File: src/rtl/bdr_pkg.sv
package bdr_pkg;

    localparam int unsigned CW = 12;
    localparam int unsigned NAXIS = 2;
    localparam int unsigned AX_H = 0;
    localparam int unsigned AX_V = 1;

    typedef logic [CW-1:0] cnt_t;

    typedef struct packed {
        cnt_t sync_len;
        cnt_t bp;
        cnt_t act;
        cnt_t fp;
        cnt_t bor_lo;
        cnt_t bor_hi;
    } axis_cfg_t;

    typedef struct packed {
        logic sync;
        logic border;
        logic active;
    } axis_flags_t;

    function automatic cnt_t axis_total(axis_cfg_t c);
        return c.sync_len + c.bp + c.act + c.fp;
    endfunction

    function automatic cnt_t axis_bor_start(axis_cfg_t c);
        return c.sync_len + c.bp;
    endfunction

endpackage

File: src/rtl/bdr_axis_decode.sv
module bdr_axis_decode
    import bdr_pkg::*;
(
    input  cnt_t        cnt_i,
    input  axis_cfg_t   cfg_i,
    output axis_flags_t flags_o
);

    cnt_t bor_st;
    cnt_t bor_end;
    cnt_t act_st;
    cnt_t act_end;

    always_comb begin
        bor_st  = axis_bor_start(cfg_i);
        bor_end = bor_st + cfg_i.act;
        act_st  = bor_st + cfg_i.bor_lo;
        act_end = bor_end - cfg_i.bor_hi;
        flags_o.sync   = (cnt_i < cfg_i.sync_len);
        flags_o.border = (cnt_i >= bor_st) && (cnt_i < bor_end);
        flags_o.active = (cnt_i >= act_st) && (cnt_i < act_end);
    end

endmodule

File: src/rtl/bdr_in_tracker.sv
module bdr_in_tracker
    import bdr_pkg::*;
(
    input  logic clk,
    input  logic rst,
    input  logic frame_start_i,
    input  cnt_t htotal_i,
    input  cnt_t vst_i,
    input  cnt_t hst_i,
    output logic restart_o
);

    cnt_t pix_q;
    cnt_t line_q;
    logic armed_q;
    logic hit;

    assign hit       = armed_q && !frame_start_i && (pix_q == hst_i) && (line_q == vst_i);
    assign restart_o = hit;

    always_ff @(posedge clk) begin
        if (rst) begin
            pix_q   <= '0;
            line_q  <= '0;
            armed_q <= 1'b0;
        end else if (frame_start_i) begin
            pix_q   <= '0;
            line_q  <= '0;
            armed_q <= 1'b1;
        end else begin
            if (hit) begin
                armed_q <= 1'b0;
            end
            if (pix_q == htotal_i - 1'b1) begin
                pix_q  <= '0;
                line_q <= line_q + 1'b1;
            end else begin
                pix_q <= pix_q + 1'b1;
            end
        end
    end

endmodule

File: src/rtl/bdr_frame_counter.sv
module bdr_frame_counter
    import bdr_pkg::*;
(
    input  logic      clk,
    input  logic      rst,
    input  logic      en_i,
    input  logic      restart_i,
    input  axis_cfg_t cfg_h_i,
    input  axis_cfg_t cfg_v_i,
    output cnt_t      h_cnt_o,
    output cnt_t      v_cnt_o,
    output axis_cfg_t sh_h_o,
    output axis_cfg_t sh_v_o
);

    cnt_t      h_q;
    cnt_t      v_q;
    axis_cfg_t sh_h_q;
    axis_cfg_t sh_v_q;
    cnt_t      htot;
    cnt_t      vtot;
    logic      h_last;
    logic      v_last;

    assign htot   = axis_total(sh_h_q);
    assign vtot   = axis_total(sh_v_q);
    assign h_last = (h_q == htot - 1'b1);
    assign v_last = (v_q == vtot - 1'b1);

    always_ff @(posedge clk) begin
        if (rst) begin
            h_q    <= '0;
            v_q    <= '0;
            sh_h_q <= '0;
            sh_v_q <= '0;
        end else if (!en_i || restart_i) begin
            h_q    <= '0;
            v_q    <= '0;
            sh_h_q <= cfg_h_i;
            sh_v_q <= cfg_v_i;
        end else if (h_last) begin
            h_q <= '0;
            if (v_last) begin
                v_q    <= '0;
                sh_h_q <= cfg_h_i;
                sh_v_q <= cfg_v_i;
            end else begin
                v_q <= v_q + 1'b1;
            end
        end else begin
            h_q <= h_q + 1'b1;
        end
    end

    assign h_cnt_o = h_q;
    assign v_cnt_o = v_q;
    assign sh_h_o  = sh_h_q;
    assign sh_v_o  = sh_v_q;

    AST_H_IN_RANGE: assert property (@(posedge clk) disable iff (rst)
        (htot != '0) |-> (h_q < htot));

    AST_RESTART_ZERO: assert property (@(posedge clk) disable iff (rst)
        (en_i && restart_i) |=> (h_q == '0 && v_q == '0));

    AST_DIS_HOLD: assert property (@(posedge clk) disable iff (rst)
        !en_i |=> (h_q == '0 && v_q == '0));

    AST_SHADOW_HOLD: assert property (@(posedge clk) disable iff (rst)
        (h_q != '0) |-> ($stable(sh_h_q) && $stable(sh_v_q)));

endmodule

File: src/rtl/bdr_timing_gen.sv
module bdr_timing_gen
    import bdr_pkg::*;
(
    input  logic          clk,
    input  logic          rst,
    input  logic          en_i,
    input  logic          hs_pol_i,
    input  logic          vs_pol_i,
    input  logic [CW-1:0] h_sync_len_i,
    input  logic [CW-1:0] h_bp_i,
    input  logic [CW-1:0] h_act_i,
    input  logic [CW-1:0] h_fp_i,
    input  logic [CW-1:0] h_bor_lo_i,
    input  logic [CW-1:0] h_bor_hi_i,
    input  logic [CW-1:0] v_sync_len_i,
    input  logic [CW-1:0] v_bp_i,
    input  logic [CW-1:0] v_act_i,
    input  logic [CW-1:0] v_fp_i,
    input  logic [CW-1:0] v_bor_lo_i,
    input  logic [CW-1:0] v_bor_hi_i,
    input  logic          in_frame_start_i,
    input  logic [CW-1:0] in_htotal_i,
    input  logic [CW-1:0] frm_vst_i,
    input  logic [CW-1:0] frm_hst_i,
    output logic          hsync_o,
    output logic          vsync_o,
    output logic          border_o,
    output logic          active_o
);

    axis_cfg_t   live_cfg [NAXIS];
    axis_cfg_t   sh_cfg   [NAXIS];
    cnt_t        cnt      [NAXIS];
    axis_flags_t flags    [NAXIS];
    logic        restart;

    assign live_cfg[AX_H] = '{sync_len: h_sync_len_i, bp: h_bp_i, act: h_act_i,
                              fp: h_fp_i, bor_lo: h_bor_lo_i, bor_hi: h_bor_hi_i};
    assign live_cfg[AX_V] = '{sync_len: v_sync_len_i, bp: v_bp_i, act: v_act_i,
                              fp: v_fp_i, bor_lo: v_bor_lo_i, bor_hi: v_bor_hi_i};

    bdr_in_tracker u_track (
        .clk           (clk),
        .rst           (rst),
        .frame_start_i (in_frame_start_i),
        .htotal_i      (in_htotal_i),
        .vst_i         (frm_vst_i),
        .hst_i         (frm_hst_i),
        .restart_o     (restart)
    );

    bdr_frame_counter u_cnt (
        .clk       (clk),
        .rst       (rst),
        .en_i      (en_i),
        .restart_i (restart),
        .cfg_h_i   (live_cfg[AX_H]),
        .cfg_v_i   (live_cfg[AX_V]),
        .h_cnt_o   (cnt[AX_H]),
        .v_cnt_o   (cnt[AX_V]),
        .sh_h_o    (sh_cfg[AX_H]),
        .sh_v_o    (sh_cfg[AX_V])
    );

    for (genvar a = 0; a < NAXIS; a++) begin : g_axis
        bdr_axis_decode u_dec (
            .cnt_i   (cnt[a]),
            .cfg_i   (sh_cfg[a]),
            .flags_o (flags[a])
        );
    end

    logic hs_act;
    logic vs_act;

    assign hs_act   = en_i && flags[AX_H].sync;
    assign vs_act   = en_i && flags[AX_V].sync;
    assign hsync_o  = hs_pol_i ? hs_act : !hs_act;
    assign vsync_o  = vs_pol_i ? vs_act : !vs_act;
    assign border_o = en_i && flags[AX_H].border && flags[AX_V].border;
    assign active_o = en_i && flags[AX_H].active && flags[AX_V].active;

    AST_ACT_IN_BORDER: assert property (@(posedge clk) disable iff (rst)
        active_o |-> border_o);

endmodule

File: config.mk
export PLATFORM = sky130hd
export DESIGN_NAME = bdr_timing_gen
export DESIGN_NICKNAME = d
export VERILOG_FILES = /design/src/rtl/bdr_pkg.sv /design/src/rtl/bdr_axis_decode.sv /design/src/rtl/bdr_in_tracker.sv /design/src/rtl/bdr_frame_counter.sv /design/src/rtl/bdr_timing_gen.sv
export SDC_FILE = /design/constraint.sdc
export NUM_CORES = 1
export LEC_CHECK = 0
export BUFFER_PORTS_ARGS = -buffer_cell sky130_fd_sc_hd__buf_4
export CORE_MARGIN = 4
export CORE_UTILIZATION = 43
export CTS_BUF_LIST = sky130_fd_sc_hd__clkbuf_2
export DETAILED_ROUTE_END_ITERATION = 8
export PLACE_DENSITY_LB_ADDON = 0.08
export SETUP_SLACK_MARGIN = 0.5
export SLEW_MARGIN = 40
export SYNTH_ARGS = -nofsm -noshare
export SYNTH_HDL_FRONTEND = slang
export SYNTH_SLANG_ARGS = --single-unit
File: constraint.sdc
create_clock -name clk -period 11.6 [get_ports clk]
set_input_delay 0.58 -clock clk [delete_from_list [all_inputs] [get_ports clk]]
set_output_delay 0.58 -clock clk [all_outputs]
set_load 0.03 [all_outputs]
-- After elaboration in Yosys (flattened, before gate mapping)
Index checks and enable logic that the tools add are counted.
- flip-flop bits (word level): 193
- $add $sub $neg: 17
- $lt $le $gt $ge: 10
- equal/unequal tests: 5
- muxes and demuxes: 11
- reductions and logical operators: 26
- operator list (kind ; number):
    2-to-1 mux 72 bit ; 6
    adder 12 bit ; 8
    < comparator 12 bit ; 6
    equality test 12 bit ; 5
    adder 12 x 1 -> 12 bit (second input constant) ; 4
    greater-or-equal comparator 12 bit ; 4
    subtractor 12 x 1 -> 12 bit (second input constant) ; 3
    subtractor 12 bit ; 2
    logical AND 1 bit ; 13
    2-to-1 mux 12 bit ; 1
    nonzero test 2 bit ; 3
    OR reduction 3 bit ; 2
    zero test 1 bit ; 4
    2-to-1 mux 1 bit ; 4
    OR reduction 2 bit ; 2
    AND reduction 2 bit ; 1
    logical OR 1 bit ; 1

-- Longest topological paths before layout
- word-level depth: 8
- mapped depth: 31
- gate-level depth less buffers: 28

-- Cells and area by module
A second synthesis with hierarchy kept.
- cell total of the unflattened synthesis: 1968
- area, all modules: 17077.6 um^2
- by module, submodules not included (module ; instances ; cells each ; area each (um^2) ; sequential area each (um^2)):
    bdr_frame_counter ; 1 ; 908 ; 8858.5 ; 3363.2
    bdr_axis_decode at g_axis[1].u_dec ; 1 ; 423 ; 3243.1 ; 0.0
    bdr_axis_decode at g_axis[0].u_dec ; 1 ; 412 ; 3159.3 ; 0.0
    bdr_in_tracker ; 1 ; 219 ; 1776.7 ; 500.5
    bdr_timing_gen ; 1 ; 6 ; 40.0 ; 0.0

-- Least setup slack after synthesis
OpenSTA, ideal clock, no wires.
- kind: flip-flop to output port
- start point: register u_cnt.sh_v_q, in the netlist u_cnt.sh_v_o[48]
- end point: output active_o
- arrival time: 5.609 ns
- data required time: 11.020 ns
- slack: 5.411 ns
- stages on the path, launching flop included: 25
- buffers on the path: 0
- path through: dfxtp_1 > ha_1 > fa_1 > a21o_1 > a21oi_1 > o21bai_1 > a21oi_1 > o21bai_1 > a21oi_1 > o21ai_0 > a21oi_1 > xnor2_1 > ha_1 > a211o_1 > o32ai_2 > xor2_1 > xnor2_1 > xor2_1 > xnor2_1 > ha_1 > a211oi_1 > nand2_1 > a21oi_1 > o21ai_0 > nor4b_1
- cells in the longest elaborated chain, start to end: 6
- RTL lines (item ; line ; text):
    start: declaration ; bdr_frame_counter.sv:19 ; axis_cfg_t sh_v_q;
    start signal: assignment ; bdr_frame_counter.sv:40 ; sh_v_q <= cfg_v_i;
    start signal: assignment ; bdr_frame_counter.sv:46 ; sh_v_q <= cfg_v_i;
    adder 12 bit * ; bdr_pkg.sv:30 ; return c.sync_len + c.bp;
    adder 12 bit ; bdr_axis_decode.sv:16 ; bor_end = bor_st + cfg_i.act;
    subtractor 12 bit ; bdr_axis_decode.sv:18 ; act_end = bor_end - cfg_i.bor_hi;
    < comparator 12 bit ; bdr_axis_decode.sv:21 ; flags_o.active = (cnt_i >= act_st) && (cnt_i < act_end);
    logical AND 1 bit * ; bdr_axis_decode.sv:21 ;
    logical AND 1 bit * ; bdr_timing_gen.sv:81 ; assign active_o = en_i && flags[AX_H].active && flags[AX_V].active;
    end: declaration ; bdr_timing_gen.sv:28 ; output logic active_o
Every way passes the cells marked *; elsewhere a longest branch is shown, timed or not.

-- Final worst setup path
- start point: register u_cnt.sh_h_q, in the netlist u_cnt.sh_h_o[60]
- end point: output active_o
- cells in the longest elaborated chain, start to end: 7
- RTL lines (item ; line ; text):
    start: declaration ; bdr_frame_counter.sv:18 ; axis_cfg_t sh_h_q;
    start signal: assignment ; bdr_frame_counter.sv:39 ; sh_h_q <= cfg_h_i;
    start signal: assignment ; bdr_frame_counter.sv:45 ; sh_h_q <= cfg_h_i;
    adder 12 bit * ; bdr_pkg.sv:30 ;
    adder 12 bit ; bdr_axis_decode.sv:16 ;
    subtractor 12 bit ; bdr_axis_decode.sv:18 ;
    < comparator 12 bit ; bdr_axis_decode.sv:21 ;
    logical AND 1 bit * ; bdr_axis_decode.sv:21 ;
    logical AND 1 bit * (2 in series) ; bdr_timing_gen.sv:81 ;
Marked as above.

==> results.ini <==
[outcome]
outcome=complete, no violations

[setup_path]
r2r-end=u_cnt.sh_v_o[64]
crit_path_start=u_cnt.sh_h_o[60]
cp_slowest_cell=nor4b_1
critPathTopFamily=compound AO/OA/AOI/OAI gates
path_max_fanout=5
worstSetupPathType=reg -> out
cp.depth=27
crit_path_end=active_o
critPathLaunchType=flip-flop
rrSetupSlack_ps=4990
r2r_start=u_cnt.sh_v_o[60]
reg2reg_depth=24
critical_path_required_ps=11020
path_buf_inv=2
cpPeakStageDelay_ps=710
cp-end-kind=output port
crit_path_frequent_cell=o21ai_0
worst-endpoint-arrival_ps=6980

[clock_tree]
cts.reportedPaths.clkPinSlew_ps=300
cts_buffer_depth=2
clkLatencyLatePin_ps=840
cts_root_buf=clkbuf_2
cts_tree=built
cts_resized=0
cts_buffers=17
hold_buffers=145
clock_sinks=193
post_cts_buffers=0
cts_max_level=4

[finish]
syn2layout_area_growth_pct=22.49
drive_above_1_share_pct=11.21
fin_util_pct=53.44
fin_cells=2588
layout.nets=2553

[timing]
drv_slew=0
min_period_ps=7565
timing.final.ws_setup_ps=4035
whs_ps=222.3
setup_violations=0
timing.setup.tns_ps=0
maxSlewHeadroom_pct=46.41
min_period_over_period_pct=65.21
finClkSkew_ps=63.25
rsz0062_at_grt=no
max_freq_ghz=0.1322
hold_violations=0
worst_slew_pin_slew_ps=803.8

[global_routing]
track_usage_pct=20.51
grt_pass1_wl_mm=65.31
grt_pass1_vias=12961
grt_max_degree=89
grt-ovfl-total=0
antenna_found_initial=4

[die]
io_pins=190
rows=69
start_util_pct=43.63
core_um2=35570
fp.dieW_um=198.0
die_h_um=198.0
dieArea_um2=39190

[synthesis]
synth_cells=1802
syn_area_um2=15520
ys_warn_count=0
yosys.cell_types.count=58
async_flop_share_pct=0
synth_edf_count=0
yosys_register_bits=193
ys.flop_type=dfxtp_1
synth.avg_cell_area_um2=8.612
synthesis.nets=2243
seq_area_frac_synth_pct=24.90

[drt]
wire_per_inst_um=15.36
viasPerCell=4.993
drt_wl_total_mm=39.76
vias=12921
drc=0
ant_nets=0
dr.pass1.iters=5
drt_iter0_drc=592

[pwr]
pwr-share-seq_pct=33.9
power.density_nw_per_um2=111.8
leakage_nw=9.188
p_int_mw=1.334
vdd_ir_drop_max_mv=0.08531
clock_power_share_pct=18.1
power_switching_share_pct=37.21
switching_power_uw=790.8
pwr-share-comb_pct=48.0

[placed_design]
place_inst=2409
globalplace.congestion=0.8556
pre_cts_slack_ps=4897
io_buffers=189
hpwl_mm=31.22

[hold_path]
hp-class=in -> reg

[run]
drv_cap=0

## state kept, by name, indices dropped and copies added, names as in the netlist
register and count:
u_cnt.sh_h_o 72, u_track.armed_q 1, u_track.pix_q 12, u_cnt.h_cnt_o 12, u_cnt.sh_v_o 72, u_cnt.v_cnt_o 12
u_track.line_q 12
## placed cells by master (no fill, tap or decap), drive strengths merged, types with 4 or more instances in the layout
| cell | instances |
|---|---|
| dlygate4sd3 | 145 |
| buf | 194 |
| bufinv | 4 |
| xnor2 | 121 |
| a2111oi | 4 |
| a31oi | 10 |
| mux2i | 146 |
| nand3 | 39 |
| o21bai | 12 |
| o211ai | 8 |
| nor4 | 11 |
| nand2 | 41 |
| a21oi | 66 |
| nand2b | 36 |
| nor2 | 254 |
| o21a | 17 |
| dfxtp | 193 |
| a211o | 6 |
| a211oi | 11 |
| clkinv | 7 |
| or2 | 4 |
| fa | 10 |
| o21ai | 71 |
| a21o | 46 |
| xor2 | 94 |
| ha | 245 |
| and3 | 14 |
| nand4 | 9 |
| inv | 188 |
| nor2b | 17 |
| a21boi | 11 |
| clkbuf | 19 |
| nor3 | 30 |
| o2111ai | 4 |
## per-layer routing
metal | GRT usage [%] | wire length (µm) | share of wire [%]
met5 | 0 | 13 | 0.033
met4 | 4.565 | 562 | 1.4
met3 | 2.995 | 1506 | 3.8
met2 | 33.81 | 17860 | 45
met1 | 28.57 | 19820 | 50
## cell usage after synthesis, types with 39 or more instances
cell / count / share of area [%]
a21o_1: 46 / 2.2
a21oi_1: 66 / 2.1
dfxtp_1: 193 / 25
ha_1: 245 / 20
inv_1: 188 / 4.5
mux2i_1: 146 / 9.4
nand2_1: 41 / 0.99
nand3_1: 39 / 1.3
nor2_1: 254 / 6.1
o21ai_0: 69 / 2.2
xnor2_1: 119 / 6.7
xor2_1: 94 / 5.3
## final cells by class
class	instances	area (µm²)
Fill cell	3412	16560
Multi-Input combinational cell	1373	10680
Sequential cell	193	3864
Timing Repair Buffer	339	2915
Inverter	188	705.7
Tap cell	461	576.8
Clock inverter	12	166.4
Clock buffer	19	95.09
Antenna cell	3	7.507
## kinds of logic after synthesis
group | Yosys count | synth area share (%)
muxes | 146 | 9.417
and+or+nand+nor | 470 | 13.75
buffers and inverters | 236 | 6.410
AOI/OAI and AO/OA | 286 | 12.10
xor gates and xnor gates | 216 | 12.38
DFF | 193 | 24.90
adders and majority gates | 255 | 21.04
## power groups by stage
stage / Sequential [mW] / Clock [mW] / Combinational, mW
floorplan: 0.723 / 0 / 0.767
detailed placement: 0.733 / 0 / 0.979
global placement: 0.732 / 0 / 0.960
global route: 0.725 / 0.427 / 1.16
CTS: 0.721 / 0.404 / 1.03
finish: 0.720 / 0.384 / 1.02
## stage by stage
step           total power [mW]  cell area (µm²)
2_1_floorplan             1.490            15520
3_3_place_gp              1.692            17270
3_5_place_dp              1.712            17280
4_1_cts                   2.151            18990
5_1_grt                   2.316            19010
6_report                  2.125            19010
## worst min-delay path by stage
stage               slack (ps)              from  cells past startpoint          endpoint
CTS                        120               rst                      2  u_cnt.sh_h_o[71]
global placement           480  u_cnt.sh_v_o[31]                      2  u_cnt.sh_v_o[31]
detailed placement         480   u_cnt.sh_v_o[2]                      2   u_cnt.sh_v_o[2]
floorplan                  440   u_track.armed_q                      2   u_track.armed_q
finish                     220               rst                      2  u_cnt.sh_h_o[71]
global route               150               rst                      2  u_cnt.sh_h_o[23]
(Power assumes the default switching activity.)
